## config.mk

```make
export PLATFORM = sky130hd
export DESIGN_NAME = bus_txn_monitor
export DESIGN_NICKNAME = d
export VERILOG_FILES = /design/src/rtl/bus_mon_pkg.sv /design/src/rtl/bus_phase_decode.sv /design/src/rtl/bus_phase_tracker.sv /design/src/rtl/bus_record_former.sv /design/src/rtl/bus_txn_monitor.sv
export SDC_FILE = /design/constraint.sdc
export NUM_CORES = 1
export LEC_CHECK = 0
export ABC_AREA = 1
export BUFFER_PORTS_ARGS = -buffer_cell sky130_fd_sc_hd__buf_2
export CORE_AREA = 3 3 69 71
export CTS_CLUSTER_DIAMETER = 30
export DETAILED_ROUTE_END_ITERATION = 10
export DIE_AREA = 0 0 72 74
export HOLD_SLACK_MARGIN = 0.15
export PLACE_DENSITY = 0.74
export SYNTH_ARGS = -nofsm -noshare
export SYNTH_HDL_FRONTEND = slang
export SYNTH_SLANG_ARGS = --single-unit
```

## constraint.sdc

```tcl
create_clock -name clk -period 1.2 [get_ports clk]
set_input_delay 0.06 -clock clk [delete_from_list [all_inputs] [get_ports clk]]
set_output_delay 0.06 -clock clk [all_outputs]
set_load 0.03 [all_outputs]
```

## src/rtl/bus_mon_pkg.sv

```systemverilog
package bus_mon_pkg;
  // Phase code is {any select, enable}; the bit order is what the decoder builds.
  typedef enum logic [1:0] {
    PH_IDLE  = 2'b00,
    PH_BAD   = 2'b01,
    PH_SETUP = 2'b10,
    PH_XFER  = 2'b11
  } phase_e;
endpackage

```

## src/rtl/bus_phase_decode.sv

```systemverilog
module bus_phase_decode
  import bus_mon_pkg::*;
#(
  parameter int SEL_W = 8,
  parameter int ID_W  = $clog2(SEL_W)
) (
  input  logic [SEL_W-1:0] sel,
  input  logic             en,
  output phase_e           phase,
  output logic [ID_W-1:0]  slave_id
);
  localparam logic [ID_W-1:0] CLAMP_ID = ID_W'(SEL_W - 1);

  logic [SEL_W:0]   seen_below;
  logic [SEL_W-1:0] first_hit;

  assign seen_below[0] = 1'b0;

  genvar gi;
  generate
    for (gi = 0; gi < SEL_W; gi++) begin : g_scan
      assign first_hit[gi]    = sel[gi] & ~seen_below[gi];
      assign seen_below[gi+1] = seen_below[gi] | sel[gi];
    end
  endgenerate

  always_comb begin
    slave_id = '0;
    for (int i = 0; i < SEL_W; i++) begin
      if (first_hit[i]) slave_id = slave_id | ID_W'(i);
    end
    if (!seen_below[SEL_W]) slave_id = CLAMP_ID;
  end

  assign phase = phase_e'({seen_below[SEL_W], en});
endmodule

```

## src/rtl/bus_phase_tracker.sv

```systemverilog
module bus_phase_tracker
  import bus_mon_pkg::*;
#(
  parameter int ADDR_W = 8,
  parameter int ID_W   = 3
) (
  input  logic              clk,
  input  logic              rst,
  input  phase_e            phase,
  input  logic              write,
  input  logic [ADDR_W-1:0] addr,
  input  logic [ID_W-1:0]   slave_id,
  output logic              after_setup,
  output logic [ADDR_W-1:0] cap_addr,
  output logic [ID_W-1:0]   cap_id,
  output logic              err_proto,
  output logic              err_stable,
  output logic              err_seq
);
  phase_e prev_phase;
  logic   cap_write;
  logic   bad_code, moved, bad_order;

  assign after_setup = (prev_phase == PH_SETUP);

  always_comb begin
    bad_code  = (phase == PH_BAD);
    moved     = (phase == PH_XFER) && after_setup &&
                ((addr != cap_addr) || (write != cap_write));
    bad_order = ((phase == PH_XFER)  && !after_setup) ||
                ((phase == PH_SETUP) &&  after_setup);
  end

  always_ff @(posedge clk) begin
    if (rst) begin
      prev_phase <= PH_IDLE;
      cap_addr   <= '0;
      cap_write  <= 1'b0;
      cap_id     <= '0;
      err_proto  <= 1'b0;
      err_stable <= 1'b0;
      err_seq    <= 1'b0;
    end else begin
      prev_phase <= phase;
      err_proto  <= bad_code;
      err_stable <= moved;
      err_seq    <= bad_order;
      if (phase == PH_SETUP) begin
        cap_addr  <= addr;
        cap_write <= write;
        cap_id    <= slave_id;
      end
    end
  end
endmodule

```

## src/rtl/bus_record_former.sv

```systemverilog
module bus_record_former
  import bus_mon_pkg::*;
#(
  parameter int ADDR_W = 8,
  parameter int DATA_W = 8,
  parameter int ID_W   = 3
) (
  input  logic              clk,
  input  logic              rst,
  input  phase_e            phase,
  input  logic              after_setup,
  input  logic              write,
  input  logic [ADDR_W-1:0] addr,
  input  logic [DATA_W-1:0] wdata,
  input  logic [DATA_W-1:0] rdata,
  input  logic [ID_W-1:0]   slave_id,
  input  logic [ADDR_W-1:0] cap_addr,
  input  logic [ID_W-1:0]   cap_id,
  output logic              rec_valid,
  output logic              rec_write,
  output logic [ADDR_W-1:0] rec_addr,
  output logic [DATA_W-1:0] rec_data,
  output logic [ID_W-1:0]   rec_slave
);
  logic emit_wr, emit_rd;

  always_comb begin
    emit_wr = (phase == PH_SETUP) && write;
    emit_rd = (phase == PH_XFER) && after_setup && !write;
  end

  always_ff @(posedge clk) begin
    if (rst) begin
      rec_valid <= 1'b0;
      rec_write <= 1'b0;
      rec_addr  <= '0;
      rec_data  <= '0;
      rec_slave <= '0;
    end else begin
      rec_valid <= emit_wr | emit_rd;
      if (emit_wr) begin
        rec_write <= 1'b1;
        rec_addr  <= addr;
        rec_data  <= wdata;
        rec_slave <= slave_id;
      end else if (emit_rd) begin
        rec_write <= 1'b0;
        rec_addr  <= cap_addr;
        rec_data  <= rdata;
        rec_slave <= cap_id;
      end
    end
  end
endmodule

```

## src/rtl/bus_txn_monitor.sv

```systemverilog
module bus_txn_monitor
  import bus_mon_pkg::*;
#(
  parameter int SEL_W  = 8,
  parameter int ADDR_W = 8,
  parameter int DATA_W = 8,
  localparam int ID_W  = $clog2(SEL_W)
) (
  input  logic              clk,
  input  logic              rst,
  input  logic [SEL_W-1:0]  bus_sel,
  input  logic              bus_en,
  input  logic              bus_write,
  input  logic [ADDR_W-1:0] bus_addr,
  input  logic [DATA_W-1:0] bus_wdata,
  input  logic [DATA_W-1:0] bus_rdata,
  output logic              rec_valid,
  output logic              rec_write,
  output logic [ADDR_W-1:0] rec_addr,
  output logic [DATA_W-1:0] rec_data,
  output logic [ID_W-1:0]   rec_slave,
  output logic              err_proto,
  output logic              err_stable,
  output logic              err_seq
);
  phase_e            phase;
  logic [ID_W-1:0]   slave_id;
  logic              after_setup;
  logic [ADDR_W-1:0] cap_addr;
  logic [ID_W-1:0]   cap_id;

  bus_phase_decode #(.SEL_W(SEL_W), .ID_W(ID_W)) u_decode (
    .sel      (bus_sel),
    .en       (bus_en),
    .phase    (phase),
    .slave_id (slave_id)
  );

  bus_phase_tracker #(.ADDR_W(ADDR_W), .ID_W(ID_W)) u_track (
    .clk         (clk),
    .rst         (rst),
    .phase       (phase),
    .write       (bus_write),
    .addr        (bus_addr),
    .slave_id    (slave_id),
    .after_setup (after_setup),
    .cap_addr    (cap_addr),
    .cap_id      (cap_id),
    .err_proto   (err_proto),
    .err_stable  (err_stable),
    .err_seq     (err_seq)
  );

  bus_record_former #(.ADDR_W(ADDR_W), .DATA_W(DATA_W), .ID_W(ID_W)) u_form (
    .clk         (clk),
    .rst         (rst),
    .phase       (phase),
    .after_setup (after_setup),
    .write       (bus_write),
    .addr        (bus_addr),
    .wdata       (bus_wdata),
    .rdata       (bus_rdata),
    .slave_id    (slave_id),
    .cap_addr    (cap_addr),
    .cap_id      (cap_id),
    .rec_valid   (rec_valid),
    .rec_write   (rec_write),
    .rec_addr    (rec_addr),
    .rec_data    (rec_data),
    .rec_slave   (rec_slave)
  );
endmodule

```

== Yosys cells after proc, flatten, opt, wreduce, memory -nomap -nowiden ==
Cells that the tools add are included.
Storage, ports and cells
  register bits after elaboration: 38
  input bits: 36
Cells by class
  equality and inequality tests: 6
  multiplexer cells: 16
  bitwise operators: 22
  reduce and logical (&&, ||, !) cells: 11
Operator list (number)
  2-to-1 mux 8 bit: 4
  2-to-1 mux 3 bit: 7
  != test 8 bit: 1
  bitwise OR 1 bit: 8
  AND 1 bit: 7
  inverter 1 bit: 7
  == test 2 bit (second input constant): 3
  logical AND 1 bit: 6
  2-to-1 mux 2 bit: 2
  2-to-1 mux 1 bit: 3
  == test 2 x 1 -> 1 bit (second input constant): 1
  logical NOT 1 bit: 2
  logical OR 1 bit: 2
  nonzero test 2 bit: 1
  != test 1 bit: 1

== Longest topological paths before layout ==
  word-level depth: 12
  gate-level depth with buffers: 10

== By module ==
A second synthesis with hierarchy kept.
Unflattened totals
  cells, all modules: 326
  area total of the unflattened synthesis: 2120.8 sq um
By module, submodules not included
  bus_record_former: times used 1, cells an instance 205, area each 1228.7 sq um, seq. area each 420.4 sq um
  bus_phase_tracker: times used 1, cells an instance 102, area each 795.8 sq um, seq. area each 340.3 sq um
  bus_phase_decode: times used 1, cells an instance 19, area each 96.3 sq um, seq. area each 0.0 sq um

== Worst setup path before layout ==
Ideal clock, no wire load.
  path type: register to register
  start: register u_track.prev_phase[1]
  end: register u_form.rec_data[0]
  setup time: 0.112 ns
  data arrival time: 1.142 ns
  required time: 1.088 ns
  path slack: -0.054 ns
  cell stages (with the launch flop): 10
  period minus slack after synthesis: 1.254 ns
  cells stage by stage: dfxtp_1 inv_1 nor2_1 nand2_1 nor2_4 nand2_4 nand2_4 inv_2 nor2_1 nor2_1
On the way
  cells in the longest elaborated chain, start to end: 4
Ends and longest elaborated chain
  start: declaration: RTL line bus_phase_tracker.sv:20  | phase_e prev_phase;
  start signal: assignment: RTL line bus_phase_tracker.sv:44  | prev_phase <= phase;
  == test 2 bit: RTL line bus_phase_tracker.sv:24  | assign after_setup = (prev_phase == PH_SETUP);
  logical AND 1 bit (2 in series): RTL line bus_record_former.sv:29  | emit_rd = (phase == PH_XFER) && after_setup && !write;
  nonzero test 2 bit (no line)
  end signal: assignment: RTL line bus_record_former.sv:44  | rec_data <= wdata;
  end signal: assignment: RTL line bus_record_former.sv:49  | rec_data <= rdata;
  end: declaration: RTL line bus_record_former.sv:22  | output logic [DATA_W-1:0] rec_data,
Every way passes these cells.
A chain may end at the register's enable or synchronous reset.

== Worst setup path in the final report ==
  start: register u_track.prev_phase[1]
  end: register u_form.rec_slave[2]
On the way
  cells in the longest elaborated chain, start to end: 4
Ends and longest elaborated chain
  == test 2 bit: RTL line bus_phase_tracker.sv:24
  logical AND 1 bit (2 in series): RTL line bus_record_former.sv:29
  nonzero test 2 bit (no line)
  end signal: assignment: RTL line bus_record_former.sv:45  | rec_slave <= slave_id;
  end signal: assignment: RTL line bus_record_former.sv:50  | rec_slave <= cap_id;
  end: declaration: RTL line bus_record_former.sv:23  | output logic [ID_W-1:0] rec_slave
Every way passes these cells.

==> impl_results.md <==
* CTS Buf Count at 5
* Critical-path cell list: inv_2, nor2_4, nand2_2, nor2_4, nand2_4, buf_6, o21ai_1, a21oi_1
* Critical Path End Type: flop
* Total gr overflow at 0
* CTS tree: yes
* Initial Util at between 40 and 50%
* Avg WL per Cell at between 10 and 15 um
* Main synth FF type: dfxtp_1
* Slowest CP cell: dfxtp_2
* Vias/cell at 4.95
* Min Tclk post-route at 1.25 ns
* Post-synth EDFFs at 0
* Clock Tree Root: clkbuf_8
* Antenna cells at 0
* Clock Sinks at 38
* Worst Reg-to-Reg Cells at 8
* Clock Latency Late Sink at 0.29 ns
* Port bufs at 59
* Final hold slack at between 0.15 and 0.2 ns
* Largest net degree at the start of global routing at 21
* # DRC at 0
* R2r setup slk at -0.05 ns
* Crit path max fanout at 7
* Worst-Margin Slew at 0.272 ns
* Synth Register Bits at 38
* HPWL after detailed placement at between 3000 and 4000 um
* XOR/XNOR share of the synthesized area at between 3 and 4%
* Compound-Gate Fraction of Synth Area at 8.23%
* Area contributors post-synth: dfxtp_1, nand2_1, nor2_1
* Vias at between 2,000 and 2,500
* Hold Crit Class: in -> reg
* Vias in the first global route at around 1,800
* Global-route wire length before repair at 8000 um
* Final setup vio count at 19
* Critical Path RT at roughly 1.4 ns
* Rows at 24
* Critical Path End: u_form.rec_slave[2]
* Cell Area, Placed at 2360 um^2
* Finished Cell Area at approximately 2800 um^2
* Initial DRC count at ~190
* Max-slew violation count at 0
* Layout cells sized above 1 at slightly above 30%
* Routed WL at roughly 5000 um
* Fill cells at 366
* Mux contribution to synthesized area at 0%
* Simple-gate share of the synthesized area at about 39%
* Max Fclk at between 700 and 800 MHz
* Leakage Power at approximately 1.4 nW
* RR Endpoint: u_form.rec_slave[2]
* # IOs at 60
* Synth Area per Inst at roughly 7.1 um^2
* Asr flop ratio synth at 0%
* Adder-cell share of the synthesized area at 0%
* Pre-CTS worst setup slack at -0.0764 ns
* Die Height at around 74 um
* Drt pass-1 iters at 4
* Horiz. Die Dim at between 70 and 80 um
* Outcome: finished, violations left
* Reg clk slew, reported paths at around 0.07 ns
* Pwr Total at between 0.003 and 0.004 W
* Final Hold Viols at 0
* Nets at approximately 400
* Main combinational cell family by area after synthesis: simple AND/OR/NAND/NOR gates
* Tcrit/Tclk final at 105%
* RSZ-0062 raised after global routing: yes
* Failing checks: negative setup slack
* Syn Std Cell Area at between 1500 and 2000 um^2
* Critical Path Source: u_track.prev_phase[1]
* Skew final at ~0.006 ns
* Seq/Total Area, Yosys at just under 40%
* Post-synthesis cell type count at 27
* Initial antenna violation count at 0
* Power per cell area at 1110 nW/um^2
* Setup ws final at -0.0548 ns
* Crit Reg-Reg Startpoint: u_track.prev_phase[1]
* Cells after Synth at 274
* Max-Slew Margin vs Limit at 81.6%
* Area leader, netlist: dfxtp_1
* Commonest cells in the netlist: nand2_1, nor2_1, dfxtp_1
* Worst vdd rail ir drop at 0.558 mV
* CP peak stage delay at 0.33 ns
* Most common cell in the netlist: nand2_1
* Top cell type's share of synthesized area at 39.4%
* Syn-to-layout area delta at 43.0%
* Most frequent CP cell: nor2_4
* Total Routing Usage GR at about a fifth
* Final ANT Viol Nets at 0
* Core area at approximately 4300 um^2
* CTS max path bufs at 2
* Synthesis Warnings at 0
* Synthesized net count at 310
* Worst setup SP type: flop
* CTS H-tree lvls at 2
* MaxCap Viol Count at 0
* Worst path arrival time at between 1 and 1.5 ns
* Placer's final routability congestion estimate at slightly above 0.8
* Die ar. at 5330 um^2
* Crit path kind: reg -> reg
[metal layers]
layer	up-vias	wire (um)	track usage, %
met3	10	233	3.11
met1	904	2300	25.0
met2	64	2400	30.6
met5	-	0	0
met4	0	121	8.35
li1	1065	-	-
[final cells by class]
class                   instances  area, um^2  area share, %
multi-input cells             198        1070           38.7
inverters                      21        81.3           2.94
clock inverters                 1        5.00          0.181
well taps                      52        65.1           2.36
clock buffers                   7        86.3           3.12
repair buffers                 96         694           25.1
flip-flops and latches         38         762           27.6
[power by group]
part,total (W),leakage [nW],internal [W],switching [W]
sequential,0.00139,0.314,0.00135,0.0000429
clock,0.000901,0.0482,0.000464,0.000438
combinational,0.000765,1.01,0.000323,0.000442
total,0.00306,1.37,0.00214,0.000922
[how the worst min path moves through the flow]
stage                  from             endpoint  slack, ns  cells after the start
5_1_grt        bus_wdata[0]   u_form.rec_data[0]       0.19                      5
4_1_cts              bus_en      u_track.err_seq       0.09                      3
2_1_floorplan   bus_addr[0]  u_track.cap_addr[0]       0.24                      2
6_report       bus_wdata[0]   u_form.rec_data[0]       0.16                      5
3_5_place_dp            rst     u_form.rec_valid       0.34                      2
3_3_place_gp            rst    u_track.cap_write       0.33                      2
[sequential cells by signal, indices dropped and copies added (netlist names)]
name,cells
u_track.err_proto,1
u_form.rec_write,1
u_track.cap_id,3
u_form.rec_slave,3
u_form.rec_addr,8
u_form.rec_data,8
u_track.cap_write,1
u_track.cap_addr,8
u_track.err_seq,1
u_form.rec_valid,1
u_track.err_stable,1
u_track.prev_phase,2
[repair_timing]
item | CTS | global route
hold buffers | 17 | 1
setup buffers | 2 | 2
pin swaps | 25 | 19
hold endpoints to repair | 28 | 1
gates resized for setup | 10 | 15
cloned | 0 | 0
setup endpoints to repair | 20 | 23
[critical path, delay by kind of cell, from the launching register on]
family | cells | cell delay [ns]
compound gates | 2 | 0.20
flops | 1 | 0.33
buf+inv | 2 | 0.18
simple gates | 4 | 0.42
[cell families after synthesis]
group | count (synthesis)
AO/OA/AOI/OAI | 31
XOR/XNOR | 8
buffers and inverters | 38
flip-flops | 38
AND/OR/NAND/NOR | 159
[metrics by stage]
stage	util, %	setup TNS [ns]	cells
finish	64.3	-0.392	413
detailed placement	54.9	-1.21	385
global route	64.3	-2.22	413
CTS	62.5	-0.616	412
global placement	54.9	-0.639	385
floorplan	-	-0.369	274
[cells in the final DEF, fill, tap and decap left out, drive strengths merged]
master / instances
buf: 78
nand2: 64
nor2: 51
dfxtp: 38
inv: 21
nand4: 19
dlygate4sd3: 17
a21oi: 15
o21ai: 14
nand3: 13
nand3b: 9
xnor2: 7
clkbuf: 7
nor3: 2
o22ai: 1
nor4: 1
a21boi: 1
xor2: 1
clkinv: 1
dlymetal6s4s: 1
(Power assumes the default switching activity.)
